**src/rtl/intc_pkg.sv**
```systemverilog
`timescale 1ns/1ps
package intc_pkg;
    typedef enum logic [0:0] {
        BUS_IDLE = 1'b0,
        BUS_RESP = 1'b1
    } bus_state_e;

    typedef enum logic [2:0] {
        SEL_SRC  = 3'd0,
        SEL_MASK = 3'd1,
        SEL_ACK  = 3'd2,
        SEL_TRIG = 3'd3,
        SEL_POL  = 3'd4,
        SEL_STAT = 3'd5
    } reg_sel_e;

    localparam int unsigned NUM_BANKS = 2;
endpackage

```
**src/rtl/intc_sync.sv**
```systemverilog
`timescale 1ns/1ps
module intc_sync #(
    parameter int unsigned WIDTH  = 32,
    parameter int unsigned STAGES = 2
) (
    input  logic             clk,
    input  logic             rst_n,
    input  logic [WIDTH-1:0] async_i,
    output logic [WIDTH-1:0] sync_o,
    output logic [WIDTH-1:0] prev_o
);
    localparam int unsigned DEPTH = STAGES + 1;

    logic [WIDTH-1:0] chain_q [DEPTH];

    always_ff @(posedge clk or negedge rst_n) begin
        if (!rst_n) begin
            for (int s = 0; s < DEPTH; s++) chain_q[s] <= '0;
        end else begin
            chain_q[0] <= async_i;
            for (int s = 1; s < DEPTH; s++) chain_q[s] <= chain_q[s-1];
        end
    end

    assign sync_o = chain_q[STAGES-1];
    assign prev_o = chain_q[STAGES];

    assert_prev_trails_R3: assert property (@(posedge clk) disable iff (!rst_n)
        1 |=> prev_o == $past(sync_o));
endmodule

```
**src/rtl/intc_bus_fsm.sv**
```systemverilog
`timescale 1ns/1ps
module intc_bus_fsm
    import intc_pkg::*;
(
    input  logic clk,
    input  logic rst_n,
    input  logic req_i,
    output logic accept_o,
    output logic ack_o
);
    bus_state_e state_q, state_d;

    always_comb begin
        state_d = state_q;
        unique case (state_q)
            BUS_IDLE: if (req_i) state_d = BUS_RESP;
            BUS_RESP: state_d = BUS_IDLE;
            default:  state_d = BUS_IDLE;
        endcase
    end

    always_ff @(posedge clk or negedge rst_n) begin
        if (!rst_n) state_q <= BUS_IDLE;
        else        state_q <= state_d;
    end

    always_comb begin
        accept_o = 1'b0;
        ack_o    = 1'b0;
        unique case (state_q)
            BUS_IDLE: accept_o = req_i;
            BUS_RESP: ack_o    = 1'b1;
            default:  ack_o    = 1'b0;
        endcase
    end

    assert_ack_single_R11: assert property (@(posedge clk) disable iff (!rst_n)
        ack_o |=> !ack_o);
    assert_ack_follows_R2: assert property (@(posedge clk) disable iff (!rst_n)
        accept_o |=> ack_o);
endmodule

```
**src/rtl/intc_bank.sv**
```systemverilog
`timescale 1ns/1ps
module intc_bank
    import intc_pkg::*;
#(
    parameter int unsigned N_LINES = 32,
    parameter int unsigned IDX_W   = 3
) (
    input  logic               clk,
    input  logic               rst_n,
    input  logic [N_LINES-1:0] sync_now_i,
    input  logic [N_LINES-1:0] sync_prev_i,
    input  logic               wr_en_i,
    input  logic [IDX_W-1:0]   idx_i,
    input  logic [N_LINES-1:0] wdata_i,
    output logic [N_LINES-1:0] rd_data_o,
    output logic               req_o
);
    logic [N_LINES-1:0] mask_q, trig_q, pol_q, pend_q, pend_d;
    logic [N_LINES-1:0] qual, qual_prev, edge_hit, ack_vec, status;
    logic               req_q;

    always_comb begin
        qual      = sync_now_i ^ pol_q;
        qual_prev = sync_prev_i ^ pol_q;
        edge_hit  = trig_q & qual & ~qual_prev;
        ack_vec   = (wr_en_i && idx_i == IDX_W'(SEL_ACK)) ? wdata_i : '0;
        pend_d    = (trig_q & ((pend_q & ~ack_vec) | edge_hit)) | (~trig_q & qual);
        status    = pend_q & mask_q;
    end

    always_ff @(posedge clk or negedge rst_n) begin
        if (!rst_n) begin
            mask_q <= '0;
            trig_q <= '0;
            pol_q  <= '0;
            pend_q <= '0;
            req_q  <= 1'b0;
        end else begin
            pend_q <= pend_d;
            req_q  <= |status;
            if (wr_en_i) begin
                if (idx_i == IDX_W'(SEL_MASK)) mask_q <= wdata_i;
                if (idx_i == IDX_W'(SEL_TRIG)) trig_q <= wdata_i;
                if (idx_i == IDX_W'(SEL_POL))  pol_q  <= wdata_i;
            end
        end
    end

    always_comb begin
        rd_data_o = '0;
        if (idx_i == IDX_W'(SEL_SRC))  rd_data_o = sync_now_i;
        if (idx_i == IDX_W'(SEL_MASK)) rd_data_o = mask_q;
        if (idx_i == IDX_W'(SEL_TRIG)) rd_data_o = trig_q;
        if (idx_i == IDX_W'(SEL_POL))  rd_data_o = pol_q;
        if (idx_i == IDX_W'(SEL_STAT)) rd_data_o = status;
    end

    assign req_o = req_q;

    assert_ack_drops_R7: assert property (@(posedge clk) disable iff (!rst_n)
        1 |=> (pend_q & $past(trig_q & ack_vec & ~edge_hit)) == '0);
    assert_edge_wins_R10: assert property (@(posedge clk) disable iff (!rst_n)
        1 |=> (pend_q & $past(edge_hit)) == $past(edge_hit));
    assert_level_follow_R6: assert property (@(posedge clk) disable iff (!rst_n)
        1 |=> ((pend_q ^ $past(qual)) & $past(~trig_q)) == '0);
    assert_req_low_R9: assert property (@(posedge clk) disable iff (!rst_n)
        (status == '0) |=> !req_o);
    assert_req_high_R9: assert property (@(posedge clk) disable iff (!rst_n)
        (status != '0) |=> req_o);
endmodule

```
**src/rtl/dual_bank_intc.sv**
```systemverilog
`timescale 1ns/1ps
module dual_bank_intc
    import intc_pkg::*;
#(
    parameter int unsigned N_LINES     = 32,
    parameter int unsigned ADDR_W      = 6,
    parameter int unsigned SYNC_STAGES = 2
) (
    input  logic               clk,
    input  logic               rst_n,
    input  logic [N_LINES-1:0] irq_lines_i,
    input  logic               bus_req_i,
    input  logic               bus_we_i,
    input  logic [ADDR_W-1:0]  bus_addr_i,
    input  logic [N_LINES-1:0] bus_wdata_i,
    output logic               bus_ack_o,
    output logic [N_LINES-1:0] bus_rdata_o,
    output logic               irq_req_o,
    output logic               fiq_req_o
);
    localparam int unsigned BANK_BIT = ADDR_W - 1;
    localparam int unsigned IDX_W    = ADDR_W - 3;

    logic [N_LINES-1:0] sync_now, sync_prev;
    logic               accept;
    logic               aligned;
    logic [IDX_W-1:0]   sel_idx;
    logic [N_LINES-1:0] bank_rd [NUM_BANKS];
    logic [NUM_BANKS-1:0] bank_req;
    logic [N_LINES-1:0] rdata_q;

    assign aligned = (bus_addr_i[1:0] == 2'b00);
    assign sel_idx = bus_addr_i[BANK_BIT-1:2];

    intc_sync #(.WIDTH(N_LINES), .STAGES(SYNC_STAGES)) sync_i (
        .clk(clk), .rst_n(rst_n), .async_i(irq_lines_i),
        .sync_o(sync_now), .prev_o(sync_prev)
    );

    intc_bus_fsm fsm_i (
        .clk(clk), .rst_n(rst_n), .req_i(bus_req_i),
        .accept_o(accept), .ack_o(bus_ack_o)
    );

    for (genvar b = 0; b < NUM_BANKS; b++) begin : g_bank
        logic wr_en;
        assign wr_en = accept && bus_we_i && aligned && (bus_addr_i[BANK_BIT] == 1'(b));
        intc_bank #(.N_LINES(N_LINES), .IDX_W(IDX_W)) bank_i (
            .clk(clk), .rst_n(rst_n),
            .sync_now_i(sync_now), .sync_prev_i(sync_prev),
            .wr_en_i(wr_en), .idx_i(sel_idx), .wdata_i(bus_wdata_i),
            .rd_data_o(bank_rd[b]), .req_o(bank_req[b])
        );
    end

    always_ff @(posedge clk or negedge rst_n) begin
        if (!rst_n) begin
            rdata_q <= '0;
        end else if (accept) begin
            rdata_q <= (!bus_we_i && aligned) ? bank_rd[bus_addr_i[BANK_BIT]] : '0;
        end
    end

    assign bus_rdata_o = rdata_q;
    assign irq_req_o   = bank_req[0];
    assign fiq_req_o   = bank_req[1];

    assert_misaligned_zero_R11: assert property (@(posedge clk) disable iff (!rst_n)
        (accept && !aligned) |=> bus_rdata_o == '0);
endmodule

```
**config.mk**
```make
export PLATFORM = sky130hd
export DESIGN_NAME = dual_bank_intc
export DESIGN_NICKNAME = d
export VERILOG_FILES = /design/src/rtl/intc_pkg.sv /design/src/rtl/intc_sync.sv /design/src/rtl/intc_bus_fsm.sv /design/src/rtl/intc_bank.sv /design/src/rtl/dual_bank_intc.sv
export SDC_FILE = /design/constraint.sdc
export NUM_CORES = 1
export LEC_CHECK = 0
export BUFFER_PORTS_ARGS = -buffer_cell sky130_fd_sc_hd__buf_2
export CORE_AREA = 2 2 208 210
export CTS_CLUSTER_SIZE = 8
export DETAILED_ROUTE_END_ITERATION = 8
export DIE_AREA = 0 0 210 212
export PLACE_DENSITY = 0.71
export REMOVE_ABC_BUFFERS = 1
export SLEW_MARGIN = 20
export SYNTH_ARGS = -nofsm -noshare
export SYNTH_HDL_FRONTEND = slang
export SYNTH_HIERARCHICAL = 1
export SYNTH_SLANG_ARGS = --single-unit
```
**constraint.sdc**
```tcl
create_clock -name clk -period 4.1 [get_ports clk]
set_clock_uncertainty 0.1 [all_clocks]
set_input_delay 0.615 -clock clk [delete_from_list [all_inputs] [get_ports clk]]
set_output_delay 0.615 -clock clk [all_outputs]
set_load 0.1 [all_outputs]
```
# Word level (Yosys, flattened, before mapping)
# Cells that the tools add are included.
[word_totals]
register_bits = 387
inputBits = 74
out_inout_bits = 35
[op_classes]
n_lt_le_gt_ge = 1
n_eq_ne = 5
mux = 19
bitwise = 29
reduce_logical = 18
[op_table]
columns = ["op", "count"]
rows = [
  ["$mux 32", 15],
  ["$and 32x32->32", 12],
  ["$not 32->32", 6],
  ["$or 32x32->32", 4],
  ["$xor 32x32->32", 4],
  ["$reduce_or 32->1", 2],
  ["$reduce_and 2->1", 6],
  ["$logic_and 1x1->1", 7],
  ["$eq 3x2->1 const B", 2],
  ["$eq 3x3->1 const B", 2],
  ["$eq 3x1->1 const B", 1],
  ["$logic_not 3->1", 1],
  ["$mux 1", 3],
  ["$ge 2x2->1 const B", 1],
  ["$logic_not 2->1", 1],
  ["$not 1->1", 2],
  ["$not 1->2", 1],
  ["$pmux 1 s2", 1],
  ["$logic_not 1->1", 1],
]

# Depth between registers and ports, before layout
# Gate-level depths: netlist of the first run.
[depth]
depth_word = 11
depth_mapped = 8
ltp_nobuf = 5

# Cells and area by module
# The synthesis of the first run kept the hierarchy.
[modules_own_cells]
columns = ["mod", "instances", "cells_each", "area_per_inst_um2", "seq_area_each_um2"]
rows = [
  ["intc_bank", 2, 610, 7093.1, 3228.1],
  ["intc_sync", 1, 160, 2882.8, 2402.3],
  ["dual_bank_intc", 1, 144, 1739.2, 800.8],
  ["intc_bus_fsm", 1, 2, 38.8, 25.0],
]

# Worst setup path before layout of the first run
# Ideal clock, no wire load.
[synth_path]
path_kind = "reg-to-reg"
from = "register fsm_i.state_q"
to = "register g_bank[0].bank_i.mask_q[10]"
arrival_time_ns = 2.233
slack_ns = 1.639
stages_incl_launch_ff = 8
n_path_buf = 3
path_cell_list = "dfrtp_1 -> nor2b_4 -> buf_4 -> and4b_1 -> nor4bb_1 -> buf_2 -> buf_4 -> mux2_1"
[synth_via]
elab_chain_len = 5
[synth_rtl]
columns = ["element", "line", "source"]
rows = [
  ["from (decl)", "intc_bus_fsm.sv:11", "bus_state_e state_q, state_d;"],
  ["from (signal assigned)", "intc_bus_fsm.sv:24", "else state_q <= state_d;"],
  ["$mux 1", "intc_bus_fsm.sv:30", "unique case (state_q)"],
  ["net accept", "dual_bank_intc.sv:25", "logic accept;"],
  ["$logic_and 1x1->1 (3 in series)", "dual_bank_intc.sv:47", "assign wr_en = accept && bus_we_i && aligned && (bus_addr_i[BANK_BIT] == 1'(b));"],
  ["net g_bank[0].wr_en", "dual_bank_intc.sv:46", "logic wr_en;"],
  ["$reduce_and 2->1 (no line)", "--", ""],
  ["to (signal assigned)", "intc_bank.sv:42", "if (idx_i == IDX_W'(SEL_MASK)) mask_q <= wdata_i;"],
  ["to (decl)", "intc_bank.sv:18", "logic [N_LINES-1:0] mask_q, trig_q, pol_q, pend_q, pend_d;"],
]
# The timed path passes the listed nets, and every way through them passes these cells.
# A chain may end at the register's enable or synchronous reset.

# Final worst setup path of the first run
[layout_path]
from = "register fsm_i.state_q"
to = "register rdata_q[0] (netlist: bus_rdata_o[0])"
[layout_via]
elab_chain_len = 1
[layout_rtl]
columns = ["element", "line", "source"]
rows = [
  ["$mux 1", "intc_bus_fsm.sv:30", ""],
  ["net accept", "dual_bank_intc.sv:25", ""],
  ["to (signal assigned)", "dual_bank_intc.sv:60", "rdata_q <= (!bus_we_i && aligned) ? bank_rd[bus_addr_i[BANK_BIT]] : '0;"],
  ["to (decl)", "dual_bank_intc.sv:30", "logic [N_LINES-1:0] rdata_q;"],
]
# The timed path passes the listed nets, and every way through them passes these cells.

==> results of run 1 <==
## logic make-up after synthesis
family / synth area share, %
and+or+nand+nor: 4.63
DFF: 51.4
buffers and inverters: 7.49
muxes: 18.2
AOI/OAI and AO/OA: 18.3
## sequential cells by signal, summed over array words and instances (netlist names)
signal / cells
sync_i/prev_o: 32
sync_i/chain_q: 32
sync_i/sync_o: 32
g_bank.bank_i/req_o: 2
g_bank.bank_i/pend_q: 64
g_bank.bank_i/trig_q: 64
g_bank.bank_i/mask_q: 64
g_bank.bank_i/pol_q: 64
fsm_i/state_q: 1
bus_rdata_o: 32
## worst reg2reg max path, cell delays in order, from the launching register on
cell	delay, ps
dfrtp_1	400
nor2b_4	280
buf_4	350
or4b_2	930
buf_4	390
o22ai_2	180
## per-stage QoR
stage / power [uW] / setup TNS, ps
floorplan: 4840 / -115140
global placement: 5240 / 0
detailed placement: 5290 / 0
CTS: 9330 / 0
global route: 9610 / 0
finish: 9260 / 0
## report_power, final
part           internal (uW)  switching (uW)  leakage, uW
logic                    365             546      0.00380
registers               4070             257      0.00498
clock network           2470            1550     0.000718
total                   6910            2350      0.00950
## per-layer routing
| layer | share of wire, % | GRT usage (%) |
|---|---|---|
| met1 | 43 | 31.0 |
| met2 | 47 | 36.6 |
| met3 | 6.6 | 4.25 |
| met4 | 3.4 | 9.15 |
| met5 | 0.022 | 0 |
## Yosys cell counts, types with 28 or more instances
cell type,count,area share (%)
clkbuf_1,28,0.56
inv_1,96,1.9
buf_2,30,0.80
a32oi_1,64,3.0
buf_4,78,3.1
a311o_1,64,3.4
o21ai_1,64,1.7
a211oi_1,64,2.5
a21oi_1,64,1.7
nand2_1,64,1.3
nand2b_1,64,2.1
mux2i_1,32,1.7
o22ai_2,30,2.0
a22oi_1,80,3.2
dfrtp_1,387,51
mux2_4,60,4.8
mux2_1,196,12
## cell type report
| type | instances | area [sq um] | share of cell area [%] |
|---|---|---|---|
| flip-flops and latches | 387 | 9680 | 46.4 |
| multi-input cells | 893 | 7800 | 37.4 |
| clock buffers | 58 | 1430 | 6.85 |
| repair buffers | 142 | 873 | 4.18 |
| well taps | 546 | 683 | 3.27 |
| inverters | 96 | 360 | 1.73 |
| clock inverters | 1 | 30.0 | 0.144 |
| diodes | 4 | 10.0 | 0.0480 |
## timing repair
item,CTS,global route
hold buffers,1,0
endpoints found under the hold margin,3,0
resized for setup,0,0
## worst paths after layout
check,to,slack [ps],depth (start not counted)
worst max-delay path,bus_rdata_o[0],1390,5
min in group asynchronous,sync_i/chain_q[66],550,2
max in group asynchronous,g_bank[1].bank_i/pend_q[17],2280,3
worst min-delay path,sync_i/chain_q[72],40,1
worst max register to register,bus_rdata_o[0],1390,5
worst min register to register,sync_i/sync_o[16],240,0
==> metrics.txt, run 1 <==
gr ovfl total=0; chip height=212 um; CTS root buffer=clkbuf_16; Finished Layout Cells=2127; drt pass-1 iters=7; Pwr per Cell Area=444 nW/um^2; Routed WL per cell=23.8 um; cell family with most CP delay=simple AND/OR/NAND/NOR gates; VDD IR max=0.000287 V; reg2reg start=fsm_i/state_q; final layout net count=1648; DIE AREA=44500 sq um; post-CTS setup buffer count=0; crit end category=register; Clock Latency Late Sink=580 ps; # setup viols final=0; relative slew slack=41.4%; Max clock buf depth=3; data required time at the worst endpoint=4480 ps; Post-Route Utilization=49.1%; Initial Util=44.3%; Rows=76; first-pass GRT wire length=79.4 mm; type of the most critical hold path=in -> reg; synthesized area per cell=12.4 sq um; commonest non-fill, non-tap cell in the layout=dfrtp_1; layout cell share with drive strength beyond 1=19.0%; slew of the pin with the lowest slew margin=880 ps; max capacitance violation total=0; Placement Setup Slack=1090 ps; GPL Wtd Cong=0.799; number of global-route vias before repair=13.8k; Detail Route Antenna Nets=0; Mapped Cells=1526; final worst path period share=66.2%; Post-Route Hold Slack=40.5 ps; post-route setup slack=1390 ps; ys async rst share=100%; final hold violation count=0; Critical path buffers and inverters=2; yosys warns=6; status=completed; Core Area=42500 sq um; FF+latch count, synth=387; CTS H-tree lvls=2; Final HPWL DP=30.7 mm; PortBufs=108; GRT Overall Usage=22.9%; Slew Limit Fails=0; CTS tree=built; top_reg_cell synth=dfrtp_1; sequential area share after synthesis=51.4%; slowest stage delay, CP=930 ps; area of the mapped netlist=18800 sq um; WS Path Type=reg -> reg; unrepaired setup endpoints after global routing=no; width of the chip=210 um; Crit-path slowest cell=or4b_2; post-placement cell count=2063; initial antenna violation count=3; routed vias/inst=6.16; crit path max fanout=19; worst hold start=irq_lines_i[8]; Fmax achieved=369 MHz; area grow syn2layout=10.7%; Clock transition at path regs=50 ps; most frequent cells in the layout=387 x dfrtp_1, 196 x mux2_1, 106 x buf_2; Critical Path Source=fsm_i/state_q; Placed Instance Area=19400 sq um; Critical Path AT=3090 ps; DR DRC count=0; # clock sinks=387; most frequent CP cell=buf_4; fillers=3628; DR vias=13.1k; drt initial violations=1012; Ports=109; Netlist cell types=37; crit start category=register; critical path cell sequence=nor2b_4 -> buf_4 -> or4b_2 -> buf_4 -> o22ai_2; Inserted Clock Buffers=54; WL final=50.5 mm; largest net degree at the start of global routing=110; Tmin final=2710 ps; Post-synth EDFFs=0; P_leak=0.00950 uW; post-route cell area=20900 sq um
No activity file was read; power rests on OpenSTA's default activity.
==> run 2: changes to the inputs <==
- clock period: 4.1 -> 2.8 ns (I/O delays scaled with it)
==> metrics.txt, run 2 (synthesis results as in run 1) <==
status=completed (unchanged); WS Path Type=reg -> reg (unchanged); VDD IR max=0.000474 V (was 0.000287 V); type of the most critical hold path=in -> reg (unchanged); Initial Util=44.3% (unchanged); area grow syn2layout=13.2% (was 10.7%); Fmax achieved=435 MHz (was 369 MHz); Reg-to-Reg End=g_bank[1].bank_i/mask_q[3] (was bus_rdata_o[0]); Tmin final=2300 ps (was 2710 ps); layout cell share with drive strength beyond 1=19.5% (was 19.0%); CTS H-tree lvls=2 (unchanged); CTS tree=built (unchanged); crit path to=g_bank[1].bank_i/mask_q[3] (was bus_rdata_o[0]); commonest non-fill, non-tap cell in the layout=dfrtp_1 (unchanged); # setup viols final=0 (unchanged); post-placement cell count=2082 (was 2063); P_leak=0.00972 uW (was 0.00950 uW); Clock Latency Late Sink=580 ps (about the same); Critical Path Source=fsm_i/state_q (unchanged); data required time at the worst endpoint=3150 ps (was 4480 ps); fillers=3604 (was 3628); met2 usage=36.6% (about the same); GRT Max-Usage Layer=met2 (unchanged); Detail Route Antenna Nets=0 (unchanged); Ports=109 (unchanged); largest net degree at the start of global routing=89 (was 110); Fin Setup TNS=0 ps (unchanged); relative slew slack=48.0% (was 41.4%); GRT Overall Usage=22.6% (was 22.9%); number of global-route vias before repair=13.7k (was 13.8k); Critical Path AT=2650 ps (was 3090 ps); r2r worst-path depth=5 (unchanged); DR DRC count=0 (unchanged); GPL Wtd Cong=0.828 (was 0.799); Post-Route Utilization=50.2% (was 49.1%); Pwr per Cell Area=632 nW/um^2 (was 444 nW/um^2); Finished Layout Cells=2174 (was 2127); final worst path period share=82.1% (was 66.2%); Placed Instance Area=19600 sq um (was 19400 sq um); chip height=212 um (unchanged); max capacitance violation total=0 (unchanged); post-route setup slack=501 ps (was 1390 ps); CTS root buffer=clkbuf_16 (unchanged); Core Area=42500 sq um (unchanged); unrepaired setup endpoints after global routing=no (unchanged); slew of the pin with the lowest slew margin=779 ps (was 880 ps); Rows=76 (unchanged); Slew Limit Fails=0 (unchanged); width of the chip=210 um (unchanged); met1 Track Usage GR=29.5% (was 31.0%); Clock transition at path regs=50 ps (about the same); crit end category=register (unchanged); WL final=49.4 mm (was 50.5 mm); crit path max fanout=18 (was 19); Inserted Clock Buffers=54 (unchanged); initial antenna violation count=4 (was 3); routed vias/inst=6.03 (was 6.16); DR vias=13.1k (about the same); Routed WL per cell=22.7 um (was 23.8 um); Max clock buf depth=3 (unchanged); gr ovfl total=0 (unchanged); drt pass-1 iters=5 (was 7); PortBufs=108 (unchanged); post-route cell area=21300 sq um (was 20900 sq um); final layout net count=1699 (was 1648); DIE AREA=44500 sq um (unchanged); reg2reg start=fsm_i/state_q (unchanged); crit start category=register (unchanged); Placement Setup Slack=353 ps (was 1090 ps); r2r setup slk=500 ps (was 1390 ps); # clock sinks=387 (unchanged); first-pass GRT wire length=77.9 mm (was 79.4 mm); Final HPWL DP=31.5 mm (was 30.7 mm); most frequent cells in the layout=387 x dfrtp_1, 196 x mux2_1, 106 x buf_2 (unchanged); drt initial violations=1069 (was 1012); final hold violation count=0 (unchanged); met3 track demand over resource=5.83% (was 4.25%)
## run 2: cell types whose count changed in the layout (fill, tap and decap cells not counted), sizes merged
cell         previous run  this run
buf                   141       160
clkbuf                 58        56
diode                   4         1
dlygate4sd3             1        33
inv                    96        97
## run 2: per-stage QoR
step / power (uW) / hold WS [ps]
2_1_floorplan: 7090 / 24.4
3_3_place_gp: 7700 / 233
3_5_place_dp: 7760 / 235
4_1_cts: 13600 / 44.2
5_1_grt: 14000 / 63.5
6_report: 13500 / 84.3
## run 2: critical path, cell delays in order (launching register included)
cell and delay, ps:
dfrtp_1 400, nor2b_4 230, and4_1 330, nor4bb_4 330
buf_4 390, mux2_1 370
## run 2: worst min path at each step
stage | start | to | cells past startpoint
after floorplan | rst_n | bus_rdata_o[0] | 0
after global placement | sync_i/chain_q[76] | sync_i/sync_o[12] | 0
after detailed placement | sync_i/chain_q[84] | sync_i/sync_o[20] | 0
after CTS | bus_wdata_i[20] | g_bank[0].bank_i/trig_q[20] | 2
after global routing | bus_wdata_i[20] | g_bank[0].bank_i/trig_q[20] | 2
final | bus_wdata_i[15] | g_bank[0].bank_i/trig_q[15] | 2
## run 2: what timing repair did
item,in CTS,in global routing
buffers inserted,0,0
resized for setup,0,0
hold buffers,33,0
hold endpoints to repair,108,0
## run 2: cell type report
cell class	count	area, sq um	area share, %
well taps	546	683	3.20
diodes	1	2.50	0.0117
inverters	96	360	1.69
multi-input cells	893	7800	36.6
repair buffers	193	1390	6.50
clock inverters	2	38.8	0.182
flip-flops and latches	387	9680	45.4
clock buffers	56	1380	6.47
## run 2: power breakdown
group          switching, uW  leakage (uW)  internal (uW)
logic                    812       0.00404            579
clock network           2250      0.000698           3500
registers                369       0.00498           5970
total                   3430       0.00972          10000
## run 2: per-layer routing
layer | vias to the layer above | routed length, um | share of wire (%)
met1 | 6709 | 21200 | 43
met5 | - | 30 | 0.061
met2 | 463 | 23300 | 47
met4 | 4 | 1380 | 2.8
met3 | 97 | 3580 | 7.3
li1 | 5846 | - | -
==> run 3: changes to the inputs <==
- PLACE_DENSITY: 0.71 -> 0.74
- clock period: 2.8 -> 2 ns (I/O delays scaled with it)
==> metrics.txt, run 3 (synthesis results as in run 1) <==
final worst path period share=101% (was 82.1%); first-pass GRT wire length=78.7 mm (was 77.9 mm); CTS H-tree lvls=2 (unchanged); Max clock buf depth=3 (unchanged); WS Path Type=reg -> reg (unchanged); Ports=109 (unchanged); DIE AREA=44500 sq um (unchanged); slew of the pin with the lowest slew margin=589 ps (was 779 ps); Initial Util=44.3% (unchanged); Sequential Power Share=46.8% (was 47.0%); Fmax achieved=495 MHz (was 435 MHz); Comb pwr share=11.5% (was 10.3%); crit path max fanout=8 (was 18); DR vias=13.7k (was 13.1k); # setup viols final=9 (was 0); Clock Latency Late Sink=600 ps (was 580 ps); final layout net count=1792 (was 1699); largest net degree at the start of global routing=57 (was 89); Inserted Clock Buffers=54 (unchanged); CTS tree=built (unchanged); Routed WL per cell=22.8 um (was 22.7 um); final hold violation count=0 (unchanged); Final HPWL DP=31.9 mm (was 31.5 mm); gr ovfl total=0 (unchanged); crit end category=register (unchanged); type of the most critical hold path=in -> async (was in -> reg); VDD IR max=0.000578 V (was 0.000474 V); max capacitance violation total=0 (unchanged); proportion of power drawn by the clock network=41.7% (was 42.7%); Pwr per Cell Area=836 nW/um^2 (was 632 nW/um^2); layout cell share with drive strength beyond 1=25.3% (was 19.5%); data required time at the worst endpoint=2360 ps (was 3150 ps); number of global-route vias before repair=14.1k (was 13.7k); # clock sinks=387 (unchanged); Rows=76 (unchanged); PortBufs=108 (unchanged); reg2reg start=fsm_i/state_q (unchanged); P_leak=0.0103 uW (was 0.00972 uW); post-route setup slack=-21.2 ps (was 501 ps); GPL Wtd Cong=0.829 (was 0.828); most frequent cells in the layout=387 x dfrtp_1, 145 x mux2_1, 111 x mux2_4 (was 387 x dfrtp_1, 196 x mux2_1, 106 x buf_2); Pwr Total=19000 uW (was 13500 uW); Int Power=14100 uW (was 10000 uW); crit start category=register (unchanged); Placement Setup Slack=-138 ps (was 353 ps); Clock transition at path regs=50 ps (about the same); failing checks=setup timing; GRT Overall Usage=22.8% (was 22.6%); area grow syn2layout=20.4% (was 13.2%); width of the chip=210 um (unchanged); Detail Route Antenna Nets=0 (unchanged); relative slew slack=60.7% (was 48.0%); DR DRC count=0 (unchanged); Reg-to-Reg End=g_bank[1].bank_i/mask_q[5] (was g_bank[1].bank_i/mask_q[3]); drt initial violations=1023 (was 1069); Critical Path AT=2380 ps (was 2650 ps); routed vias/inst=6.03 (about the same); Slew Limit Fails=0 (unchanged); initial antenna violation count=3 (was 4); r2r setup slk=-20 ps (was 500 ps); chip height=212 um (unchanged); status=finished with violations (was completed); Net Sw Frac=25.9% (was 25.5%); r2r worst-path depth=6 (was 5); CTS root buffer=clkbuf_16 (unchanged); commonest non-fill, non-tap cell in the layout=dfrtp_1 (unchanged); Core Area=42500 sq um (unchanged); total net switching power=4910 uW (was 3430 uW); unrepaired setup endpoints after global routing=yes (was no); drt pass-1 iters=6 (was 5); WL final=51.7 mm (was 49.4 mm); Tmin final=2020 ps (was 2300 ps)
run 3: cell types whose count changed in the layout (fill, tap and decap cells not counted), moves of 2 or more:
cell	delta
buf_6	+9
buf_12	+22
and4bb_1	-2
mux2_1	-51
buf_16	+2
and4bb_2	+2
buf_4	+24
clkbuf_16	+2
mux2_4	+51
dlygate4sd3_1	+32
run 3: worst max path at each step:
stage,from,end
floorplan,fsm_i/state_q,g_bank[0].bank_i/mask_q[0]
global placement,bus_addr_i[1],g_bank[0].bank_i/mask_q[17]
detailed placement,bus_addr_i[1],g_bank[0].bank_i/mask_q[22]
CTS,fsm_i/state_q,g_bank[0].bank_i/mask_q[29]
global route,fsm_i/state_q,g_bank[0].bank_i/mask_q[13]
finish,fsm_i/state_q,g_bank[1].bank_i/mask_q[5]
run 3: final cells by class:
class | instances | area (sq um)
Fill cell | 3493 | 19800
Sequential cell | 387 | 9680
Multi-Input combinational cell | 893 | 8000
Timing Repair Buffer | 286 | 2570
Clock buffer | 54 | 1350
Tap cell | 546 | 683
Inverter | 96 | 360
Clock inverter | 4 | 41.3
Antenna cell | 1 | 2.50
run 3: timing repair:
item,CTS,global route
hold buffers,65,0
resized for setup,20,65
endpoints found under the hold margin,414,0
endpoints found under the setup margin,97,206
pin swaps,3,3
gates cloned,5,3
setup buffers,12,4
run 3: power groups by stage:
stage | registers [uW] | clock network, uW | logic, uW
global route | 8940 | 8430 | 2360
global placement | 8940 | 0 | 1920
finish | 8880 | 7910 | 2190
detailed placement | 8970 | 0 | 1990
floorplan | 9020 | 0 | 912
CTS | 8860 | 8090 | 2130
run 3: through the flow:
| stage | utilization (%) | hold WS (ps) | std cells | cell area [sq um] | setup TNS [ps] |
|---|---|---|---|---|---|
| 2_1_floorplan | - | -95.6 | 1376 | 17800 | -548170 |
| 3_3_place_gp | 47.4 | 191 | 2123 | 20100 | -4140 |
| 3_5_place_dp | 47.4 | 190 | 2123 | 20100 | -8080 |
| 4_1_cts | 52.8 | 153 | 2263 | 22400 | -477 |
| 5_1_grt | 53.4 | 179 | 2267 | 22700 | -3440 |
| 6_report | 53.4 | 159 | 2267 | 22700 | -142 |
run 3: critical path: stages (launching register included):
cell	delay, ps
dfrtp_1	400
nor2b_4	150
and4_4	250
nor4bb_4	260
buf_4	220
clkbuf_16	210
mux2_4	310
run 3: layer usage:
metal | GRT usage (%) | vias to the layer above | part of all wire, %
met3 | 5.39 | 133 | 8.1
met4 | 10.4 | 2 | 4.0
met1 | 29.9 | 6932 | 42
met5 | 0 | - | 0.021
li1 | - | 6033 | -
met2 | 36.0 | 580 | 46
